[src/rtl/tkc_pkg.sv]
package tkc_pkg;
  localparam int unsigned KEY_W_DEF  = 32;
  localparam int unsigned RULE_N_DEF = 32;

  // One stored ternary entry: pattern plus don't-care mask
  typedef struct packed {
    logic [KEY_W_DEF-1:0] value;
    logic [KEY_W_DEF-1:0] dc;
  } tkc_rule_t;
endpackage

[src/rtl/tkc_rule_store.sv]
module tkc_rule_store #(
  parameter int unsigned KEY_W  = tkc_pkg::KEY_W_DEF,
  parameter int unsigned RULE_N = tkc_pkg::RULE_N_DEF,
  localparam int unsigned IDX_W = (RULE_N > 1) ? $clog2(RULE_N) : 1
) (
  input  logic                         clk,
  input  logic                         rst_n,
  input  logic                         wr_en,
  input  logic [IDX_W-1:0]             wr_idx,
  input  logic [KEY_W-1:0]             wr_value,
  input  logic [KEY_W-1:0]             wr_dc,
  output logic [RULE_N-1:0][KEY_W-1:0] rule_value,
  output logic [RULE_N-1:0][KEY_W-1:0] rule_dc
);

  for (genvar g = 0; g < RULE_N; g++) begin : g_slot
    logic             slot_en;
    logic [KEY_W-1:0] value_d, value_q;
    logic [KEY_W-1:0] dc_d, dc_q;

    always_comb begin
      slot_en = wr_en && (wr_idx == IDX_W'(g));
      value_d = wr_value;
      dc_d    = wr_dc;
    end

    always_ff @(posedge clk or negedge rst_n) begin
      if (!rst_n) begin
        value_q <= '0;
        dc_q    <= '0;
      end else if (slot_en) begin
        value_q <= value_d;
        dc_q    <= dc_d;
      end
    end

    assign rule_value[g] = value_q;
    assign rule_dc[g]    = dc_q;
  end

  // Slot contents after a write equal what was presented
  assert_write_lands_R2: assert property (@(posedge clk) disable iff (!rst_n)
    wr_en |=> (rule_value[$past(wr_idx)] == $past(wr_value)) &&
              (rule_dc[$past(wr_idx)] == $past(wr_dc)));

endmodule

[src/rtl/tkc_match_array.sv]
module tkc_match_array #(
  parameter int unsigned KEY_W  = tkc_pkg::KEY_W_DEF,
  parameter int unsigned RULE_N = tkc_pkg::RULE_N_DEF
) (
  input  logic [KEY_W-1:0]             key,
  input  logic [RULE_N-1:0][KEY_W-1:0] rule_value,
  input  logic [RULE_N-1:0][KEY_W-1:0] rule_dc,
  output logic [RULE_N-1:0]            match_vec
);

  for (genvar g = 0; g < RULE_N; g++) begin : g_rule
    logic [KEY_W-1:0] bit_eq;
    logic [KEY_W-1:0] bit_ok;
    always_comb begin
      bit_eq       = ~(key ^ rule_value[g]);   // XNOR per bit
      bit_ok       = bit_eq | rule_dc[g];      // masked positions forced true
      match_vec[g] = &bit_ok;
    end
  end

endmodule

[src/rtl/tkc_prio_enc.sv]
module tkc_prio_enc #(
  parameter int unsigned RULE_N = tkc_pkg::RULE_N_DEF,
  localparam int unsigned IDX_W = (RULE_N > 1) ? $clog2(RULE_N) : 1
) (
  input  logic [RULE_N-1:0] req,
  output logic [RULE_N-1:0] grant,
  output logic [IDX_W-1:0]  idx,
  output logic              any
);

  always_comb begin
    grant = '0;
    idx   = '0;
    any   = 1'b0;
    // Ascending scan: the last set bit seen (highest index) wins
    for (int i = 0; i < RULE_N; i++) begin
      if (req[i]) begin
        grant    = '0;
        grant[i] = 1'b1;
        idx      = IDX_W'(i);
        any      = 1'b1;
      end
    end
  end

endmodule

[src/rtl/tkc_top.sv]
module tkc_top #(
  parameter int unsigned KEY_W  = tkc_pkg::KEY_W_DEF,
  parameter int unsigned RULE_N = tkc_pkg::RULE_N_DEF,
  localparam int unsigned IDX_W = (RULE_N > 1) ? $clog2(RULE_N) : 1
) (
  input  logic              clk,
  input  logic              rst_n,
  input  logic              wr_en,
  input  logic [IDX_W-1:0]  wr_idx,
  input  logic [KEY_W-1:0]  wr_value,
  input  logic [KEY_W-1:0]  wr_dc,
  input  logic              key_valid,
  input  logic [KEY_W-1:0]  key,
  output logic              res_valid,
  output logic [RULE_N-1:0] res_vector,
  output logic              res_hit,
  output logic [IDX_W-1:0]  res_index
);

  // Reset: asserted asynchronously, released on a clock edge
  logic rst_meta_q, rst_sync_q;
  always_ff @(posedge clk or negedge rst_n) begin
    if (!rst_n) begin
      rst_meta_q <= 1'b0;
      rst_sync_q <= 1'b0;
    end else begin
      rst_meta_q <= 1'b1;
      rst_sync_q <= rst_meta_q;
    end
  end

  logic [RULE_N-1:0][KEY_W-1:0] rule_value, rule_dc;
  logic [RULE_N-1:0]            match_vec;
  logic [RULE_N-1:0]            grant;
  logic [IDX_W-1:0]             win_idx;
  logic                         win_any;

  tkc_rule_store #(.KEY_W(KEY_W), .RULE_N(RULE_N)) u_store (
    .clk        (clk),
    .rst_n      (rst_sync_q),
    .wr_en      (wr_en),
    .wr_idx     (wr_idx),
    .wr_value   (wr_value),
    .wr_dc      (wr_dc),
    .rule_value (rule_value),
    .rule_dc    (rule_dc)
  );

  tkc_match_array #(.KEY_W(KEY_W), .RULE_N(RULE_N)) u_match (
    .key        (key),
    .rule_value (rule_value),
    .rule_dc    (rule_dc),
    .match_vec  (match_vec)
  );

  tkc_prio_enc #(.RULE_N(RULE_N)) u_enc (
    .req   (match_vec),
    .grant (grant),
    .idx   (win_idx),
    .any   (win_any)
  );

  // Next-state for the result registers
  logic              valid_d, hit_d;
  logic [RULE_N-1:0] vec_d;
  logic [IDX_W-1:0]  idx_d;
  logic              res_en;

  always_comb begin
    res_en  = key_valid;
    valid_d = key_valid;
    vec_d   = match_vec;
    hit_d   = win_any;
    idx_d   = win_idx;
  end

  always_ff @(posedge clk or negedge rst_sync_q) begin
    if (!rst_sync_q) begin
      res_valid <= 1'b0;
    end else begin
      res_valid <= valid_d;
    end
  end

  always_ff @(posedge clk or negedge rst_sync_q) begin
    if (!rst_sync_q) begin
      res_vector <= '0;
      res_hit    <= 1'b0;
      res_index  <= '0;
    end else if (res_en) begin
      res_vector <= vec_d;
      res_hit    <= hit_d;
      res_index  <= idx_d;
    end
  end

  assert_valid_rise_R7: assert property (@(posedge clk) disable iff (!rst_sync_q)
    key_valid |=> res_valid);
  assert_valid_fall_R7: assert property (@(posedge clk) disable iff (!rst_sync_q)
    !key_valid |=> !res_valid);
  assert_hold_R8: assert property (@(posedge clk) disable iff (!rst_sync_q)
    !key_valid |=> ($stable(res_vector) && $stable(res_hit) && $stable(res_index)));
  assert_winner_set_R5: assert property (@(posedge clk) disable iff (!rst_sync_q)
    res_hit |-> res_vector[res_index]);
  assert_winner_top_R5: assert property (@(posedge clk) disable iff (!rst_sync_q)
    res_hit |-> ((res_vector >> res_index) == RULE_N'(1)));
  assert_miss_index_R6: assert property (@(posedge clk) disable iff (!rst_sync_q)
    !res_hit |-> (res_index == '0 && res_vector == '0));
  assert_hit_nonzero_R5: assert property (@(posedge clk) disable iff (!rst_sync_q)
    res_hit |-> (res_vector != '0));
  assert_grant_single_R5: assert property (@(posedge clk) disable iff (!rst_sync_q)
    $onehot0(grant) && ((grant & ~match_vec) == '0));

endmodule

[config.mk]
export PLATFORM = sky130hd
export DESIGN_NAME = tkc_top
export DESIGN_NICKNAME = d
export VERILOG_FILES = /design/src/rtl/tkc_pkg.sv /design/src/rtl/tkc_rule_store.sv /design/src/rtl/tkc_match_array.sv /design/src/rtl/tkc_prio_enc.sv /design/src/rtl/tkc_top.sv
export SDC_FILE = /design/constraint.sdc
export NUM_CORES = 2
export LEC_CHECK = 0
export BUFFER_PORTS_ARGS = -buffer_cell sky130_fd_sc_hd__buf_2
export CELL_PAD_IN_SITES_DETAIL_PLACEMENT = 0
export CELL_PAD_IN_SITES_GLOBAL_PLACEMENT = 1
export CORE_UTILIZATION = 48
export DETAILED_ROUTE_END_ITERATION = 12
export PLACE_DENSITY_LB_ADDON = 0.1
export SETUP_SLACK_MARGIN = 0.4
export SLEW_MARGIN = 10
export SYNTH_ARGS = -nofsm -noshare
export SYNTH_HDL_FRONTEND = slang
export SYNTH_HIERARCHICAL = 1
export SYNTH_SLANG_ARGS = --single-unit
[constraint.sdc]
create_clock -name clk -period 57.8 [get_ports clk]
set_clock_uncertainty 0.05 [all_clocks]
set_input_delay 14.45 -clock clk [delete_from_list [all_inputs] [get_ports clk]]
set_output_delay 14.45 -clock clk [all_outputs]
set_load 0.005 [all_outputs]
# ---- Word-level counts from Yosys, hierarchy flattened
# Index checks and enable logic that the tools add are counted.
dict set report totals {
  regBits 2089
  in_bits 105
  output_inout_bits 39
  word_cells 325
}
dict set report op_classes {
  n_eq_ne 31
  mux 63
  n_bitwise 96
  reduce_logical 65
}
# op n
set op_table {}
lappend op_table {{32-bit NOT} 32}
lappend op_table {{32-bit bitwise OR} 32}
lappend op_table {{32-bit AND reduction} 32}
lappend op_table {{32-bit XOR} 32}
lappend op_table {{5-bit equality test (second input constant)} 16}
lappend op_table {{5-bit 2-to-1 mux} 16}
lappend op_table {{5-bit by 4-bit equality test with 1-bit output (second input constant)} 8}
lappend op_table {{1-bit 2-to-1 mux} 33}
lappend op_table {{1-bit logical AND} 32}
lappend op_table {{4-bit 2-to-1 mux} 8}
lappend op_table {{5-bit by 3-bit equality test with 1-bit output (second input constant)} 4}
lappend op_table {{3-bit 2-to-1 mux} 4}
lappend op_table {{5-bit by 2-bit equality test with 1-bit output (second input constant)} 2}
lappend op_table {{5-bit by 1-bit equality test with 1-bit output (second input constant)} 1}
lappend op_table {{5-bit logical NOT} 1}
lappend op_table {{2-bit 2-to-1 mux} 2}

# ---- Depth between registers and ports, before layout
dict set report logic_depth {
  word_depth 36
  mapped_depth 12
  ltp_nobuf 9
}

# ---- Modules after synthesis
# The synthesis kept the hierarchy.
# mod n_inst cells_each area_per_inst_um2 seq_area_each_um2
set by_module_without_submodules {}
lappend by_module_without_submodules {tkc_rule_store 1 4538 76270.6 51249.2}
lappend by_module_without_submodules {tkc_match_array 1 1824 14585.2 0.0}
lappend by_module_without_submodules {tkc_top 1 84 1571.5 1026.0}
lappend by_module_without_submodules {tkc_prio_enc 1 108 701.9 0.0}

# ---- Worst setup path before layout
# Ideal clock, no wire load.
dict set report synth_path {
  kind {input port to flip-flop}
  start {input key[0]}
  end {register res_hit}
  setup_ns 0.125
  arrival_time_ns 16.584
  required_ns 57.625
  setup_slack_ns 41.041
  cell_stages 12
  n_path_buf 3
  path_cell_list {buf_2 -> buf_4 -> xnor2_1 -> o22ai_1 -> nor4_1 -> and4_1 -> nor4_4 -> and4_1 -> buf_4 -> and4_4 -> nand4_1 -> mux2_2}
}
dict set report synth_via {
  elab_cells_between_ends 160
  cone_classes {32 x mux; 96 x bitwise; 32 x reduce/logical}
}
# item line
set synth_rtl {}
lappend synth_rtl {{start, declared} tkc_top.sv:13} ;# input logic [KEY_W-1:0] key,
lappend synth_rtl {{32-bit XOR} tkc_match_array.sv:15} ;# bit_eq = ~(key ^ rule_value[g]);
lappend synth_rtl {{32-bit NOT} tkc_match_array.sv:15}
lappend synth_rtl {{32-bit bitwise OR} tkc_match_array.sv:16} ;# bit_ok = bit_eq | rule_dc[g];
lappend synth_rtl {{32-bit AND reduction} tkc_match_array.sv:17} ;# match_vec[g] = &bit_ok;
lappend synth_rtl {{named net match_vec[30]} tkc_top.sv:33} ;# logic [RULE_N-1:0] match_vec;
lappend synth_rtl {{1-bit 2-to-1 mux (2 in series)} tkc_prio_enc.sv:17} ;# if (req[i]) begin
lappend synth_rtl {{named net hit_d} tkc_top.sv:64} ;# logic valid_d, hit_d;
lappend synth_rtl {{end signal, assigned} tkc_top.sv:92} ;# res_hit <= hit_d;
lappend synth_rtl {{end, declared} tkc_top.sv:16} ;# output logic res_hit,
# The timed path passes the listed nets, and every way through them passes these cells.
# A chain may end at the register's enable or synchronous reset.

# ---- Final worst setup path
dict set report layout_path {
  start {input key[12]}
  end {register res_index[0]}
}
dict set report layout_via {
  elab_cells_between_ends 155
  cone_classes {31 x mux; 93 x bitwise; 31 x reduce/logical}
}
# item line
set layout_rtl {}
lappend layout_rtl {{32-bit XOR} tkc_match_array.sv:15}
lappend layout_rtl {{32-bit NOT} tkc_match_array.sv:15}
lappend layout_rtl {{32-bit bitwise OR} tkc_match_array.sv:16}
lappend layout_rtl {{32-bit AND reduction} tkc_match_array.sv:17}
lappend layout_rtl {{named net match_vec[5]} tkc_top.sv:33}
lappend layout_rtl {{3-bit 2-to-1 mux (3 in series)} tkc_prio_enc.sv:17}
lappend layout_rtl {{4-bit 2-to-1 mux (8 in series)} tkc_prio_enc.sv:17}
lappend layout_rtl {{5-bit 2-to-1 mux (16 in series)} tkc_prio_enc.sv:17}
lappend layout_rtl {{named net idx_d[0]} tkc_top.sv:66} ;# logic [IDX_W-1:0] idx_d;
lappend layout_rtl {{end signal, assigned} tkc_top.sv:93} ;# res_index <= idx_d;
lappend layout_rtl {{end, declared} tkc_top.sv:17} ;# output logic [IDX_W-1:0] res_index
# The timed path passes the listed nets, and every way through them passes these cells.

==> metrics <==
met2 wirelength from detailed routing roughly 120 mm; share of total power in the clock network 0.362; count of boundary I/O pins 144; met3 routed WL between 10 and 15 mm; GRT Total Usage 0.272; accumulated negative setup slack 0 ns; startpoint of the worst hold path rst_meta_q; post-route ant nets 0; Tightest Pin Transition about 1.3 ns; layout overhead on the synthesized area 10.6%; setup repair after global routing missed its margin false; run status finished, final reports clean; part of the total power dissipated in combinational logic 0.169; initial antenna violation count 50; Leakage around 45 nW; Pins Over Slew Limit 0; drt first pass iters 5; maximum buffer depth of the clock tree 3; fraction of final layout cells with drive strength greater than 1 0.414; number of buffers inserted by hold repair at cts 0; number of vias in the routed layout ~53000; TritonCTS sink count approximately 2100; Hold Vio Cnt, Final 0; Hold Path Class reg -> reg; starting DRC count in detailed routing 3239; highest routing layer actually used met5; die outline area ~200000 um2; TritonCTS clock tree yes; worst-case setup slack after placement around 39 ns; Avg Vias per Cell approximately 5.8; Hold Path Cell Cnt 0; Net Sw Frac 0.260; detailed-routing wirelength on met1 ~120 mm; final net count between 6000 and 7000; Row Count around 160; GRT overflow 0; Inserted Clock Buffers ~220; Remaining DRCs 0; net switching component of the power between 1 and 1.5 mW; relative slew slack 0.138; number of setup buffers added after CTS 0; wire length of the first global-routing pass 389 mm; shortest period the worst path allows 17.75 ns; Crit Path Max Fanout 27; number of global-route vias before repair 55088; largest net degree at the start of global routing between 150 and 200; average wire per standard cell around 29 um; Clk Tree Root Cell sky130_fd_sc_hd__clkbuf_16; area of combinational cells with multiple inputs roughly 38000 um2; CTS clk-pin slew, worst paths approximately 0.06 ns; flip-flop and latch area ~52000 um2; Worst Setup End Kind register; effective utilization at floorplan 0.483; highest clock frequency the design can meet between 50 and 60 MHz; HPWL after DPL roughly 160 mm; number of instances in the synthesized netlist about 6500; startpoint of the worst register-to-register path rst_sync_q; endpoints failing setup 0; mean area per synthesized cell between 10 and 15 um2; final worst slack between 40 and 50 ns; pwr dens around 40 nW/um2; synthesized cell area around 93000 um2; Syn Nets approximately 6600; setup slack of the most critical reg-to-reg path 52.60 ns; Std-Cell Core Area ~190000 um2; Total Wirelength between 200 and 300 mm; count of input and output buffers around 140; kind of launch point of the worst setup path primary input; part of the cycle the worst path needs 0.307; number of warnings printed during yosys synthesis 6; die extent in x 442 um; worst-case vdd ir drop around 0.033 mV; Crit Path Class in -> reg; fill count around 16000; clock latency on the worst-skew pair 0.85 ns; cell count of the worst reg-to-reg path 5; CP startpoint key[12]; gp weighted congestion 0.809; H-tree depth 4; arrival time at the worst endpoint roughly 18 ns; share of total power in sequential cells 0.469; post-cts resize count 0; internal cell power 3.00 mW; max-cap check violation count 0; WP data required roughly 59 ns; die extent in y around 440 um
-- worst paths after layout --
kind	endpoint
worst max-delay path	res_index[0]
worst min-delay path	rst_sync_q
worst max register to register	u_store/g_slot[27].value_q[20]
worst min register to register	rst_sync_q
max in group asynchronous	rst_sync_q
min in group asynchronous	u_store/g_slot[23].dc_q[23]
-- power by group through the flow --
stage / clock (mW) / sequential (mW) / combinational (mW)
after floorplan: 0 / 1.92 / 0.517
final: 1.47 / 1.91 / 0.686
after CTS: 1.50 / 1.91 / 0.691
after detailed placement: 0 / 1.93 / 0.689
after global placement: 0 / 1.92 / 0.671
after global routing: 1.56 / 1.94 / 0.742
-- sequential cells by signal, summed over array words and instances, names as in the netlist --
name / flops
res_valid: 1
u_store/g_slot.dc_q: 1024
res_vector: 32
rst_meta_q: 1
u_store/g_slot.value_q: 1024
res_hit: 1
res_index: 5
rst_sync_q: 1
-- critical path, stage by stage --
cell and delay (ns):
sky130_fd_sc_hd__buf_2 0.36, sky130_fd_sc_hd__buf_4 0.69, sky130_fd_sc_hd__xnor2_1 0.20, sky130_fd_sc_hd__o22ai_1 0.10, sky130_fd_sc_hd__nor4_1 0.77, sky130_fd_sc_hd__and4_1 0.49
sky130_fd_sc_hd__nor2_1 0.08, sky130_fd_sc_hd__a221oi_1 0.54, sky130_fd_sc_hd__o21ai_0 0.28, sky130_fd_sc_hd__a211oi_1 0.26, sky130_fd_sc_hd__mux2_4 0.17
-- placed cells by master, fill, tap and decap left out, types with 12 or more instances in the layout --
cell / n
sky130_fd_sc_hd__clkbuf_16: 227
sky130_fd_sc_hd__buf_2: 143
sky130_fd_sc_hd__mux2_4: 20
sky130_fd_sc_hd__and4_1: 33
sky130_fd_sc_hd__clkbuf_8: 76
sky130_fd_sc_hd__nor2_1: 14
sky130_fd_sc_hd__mux2_2: 2046
sky130_fd_sc_hd__clkinv_2: 21
sky130_fd_sc_hd__o22ai_1: 512
sky130_fd_sc_hd__bufinv_16: 15
sky130_fd_sc_hd__nor4_1: 100
sky130_fd_sc_hd__clkbuf_1: 51
sky130_fd_sc_hd__buf_4: 119
sky130_fd_sc_hd__mux2_1: 20
sky130_fd_sc_hd__nand2_4: 12
sky130_fd_sc_hd__xnor2_1: 1024
sky130_fd_sc_hd__dfrtp_1: 2088
sky130_fd_sc_hd__nor4_2: 33
sky130_fd_sc_hd__nor2_4: 12
sky130_fd_sc_hd__diode_2: 17
-- metal layers --
layer | up-vias | global-route usage
li1 | 23108 | -
met1 | 28723 | 0.388
met2 | 975 | 0.438
met3 | 349 | 0.0318
met4 | 10 | 0.0752
met5 | - | 0
-- layout make-up --
cell class	count	share of cell area
Tap cell	2526	0.0308
Clock inverter	47	0.00648
Timing Repair Buffer	267	0.0166
Clock buffer	354	0.0673
Inverter	4	0.000146
Sequential cell	2089	0.509
Multi-Input combinational cell	3893	0.369
Antenna cell	17	0.000414
-- per-stage QoR --
step | util | hold slack, ns | instances | power (mW) | cell area (um2)
2_1_floorplan | - | 0.281 | 6515 | 2.43 | 92900
3_3_place_gp | 0.494 | 0.283 | 8771 | 2.59 | 94900
3_5_place_dp | 0.494 | 0.287 | 8779 | 2.62 | 95100
4_1_cts | 0.534 | 0.301 | 9180 | 4.09 | 103000
5_1_grt | 0.534 | 0.307 | 9188 | 4.24 | 103000
6_report | 0.534 | 0.298 | 9197 | 4.06 | 103000
No activity file was read; power rests on OpenSTA's default activity.
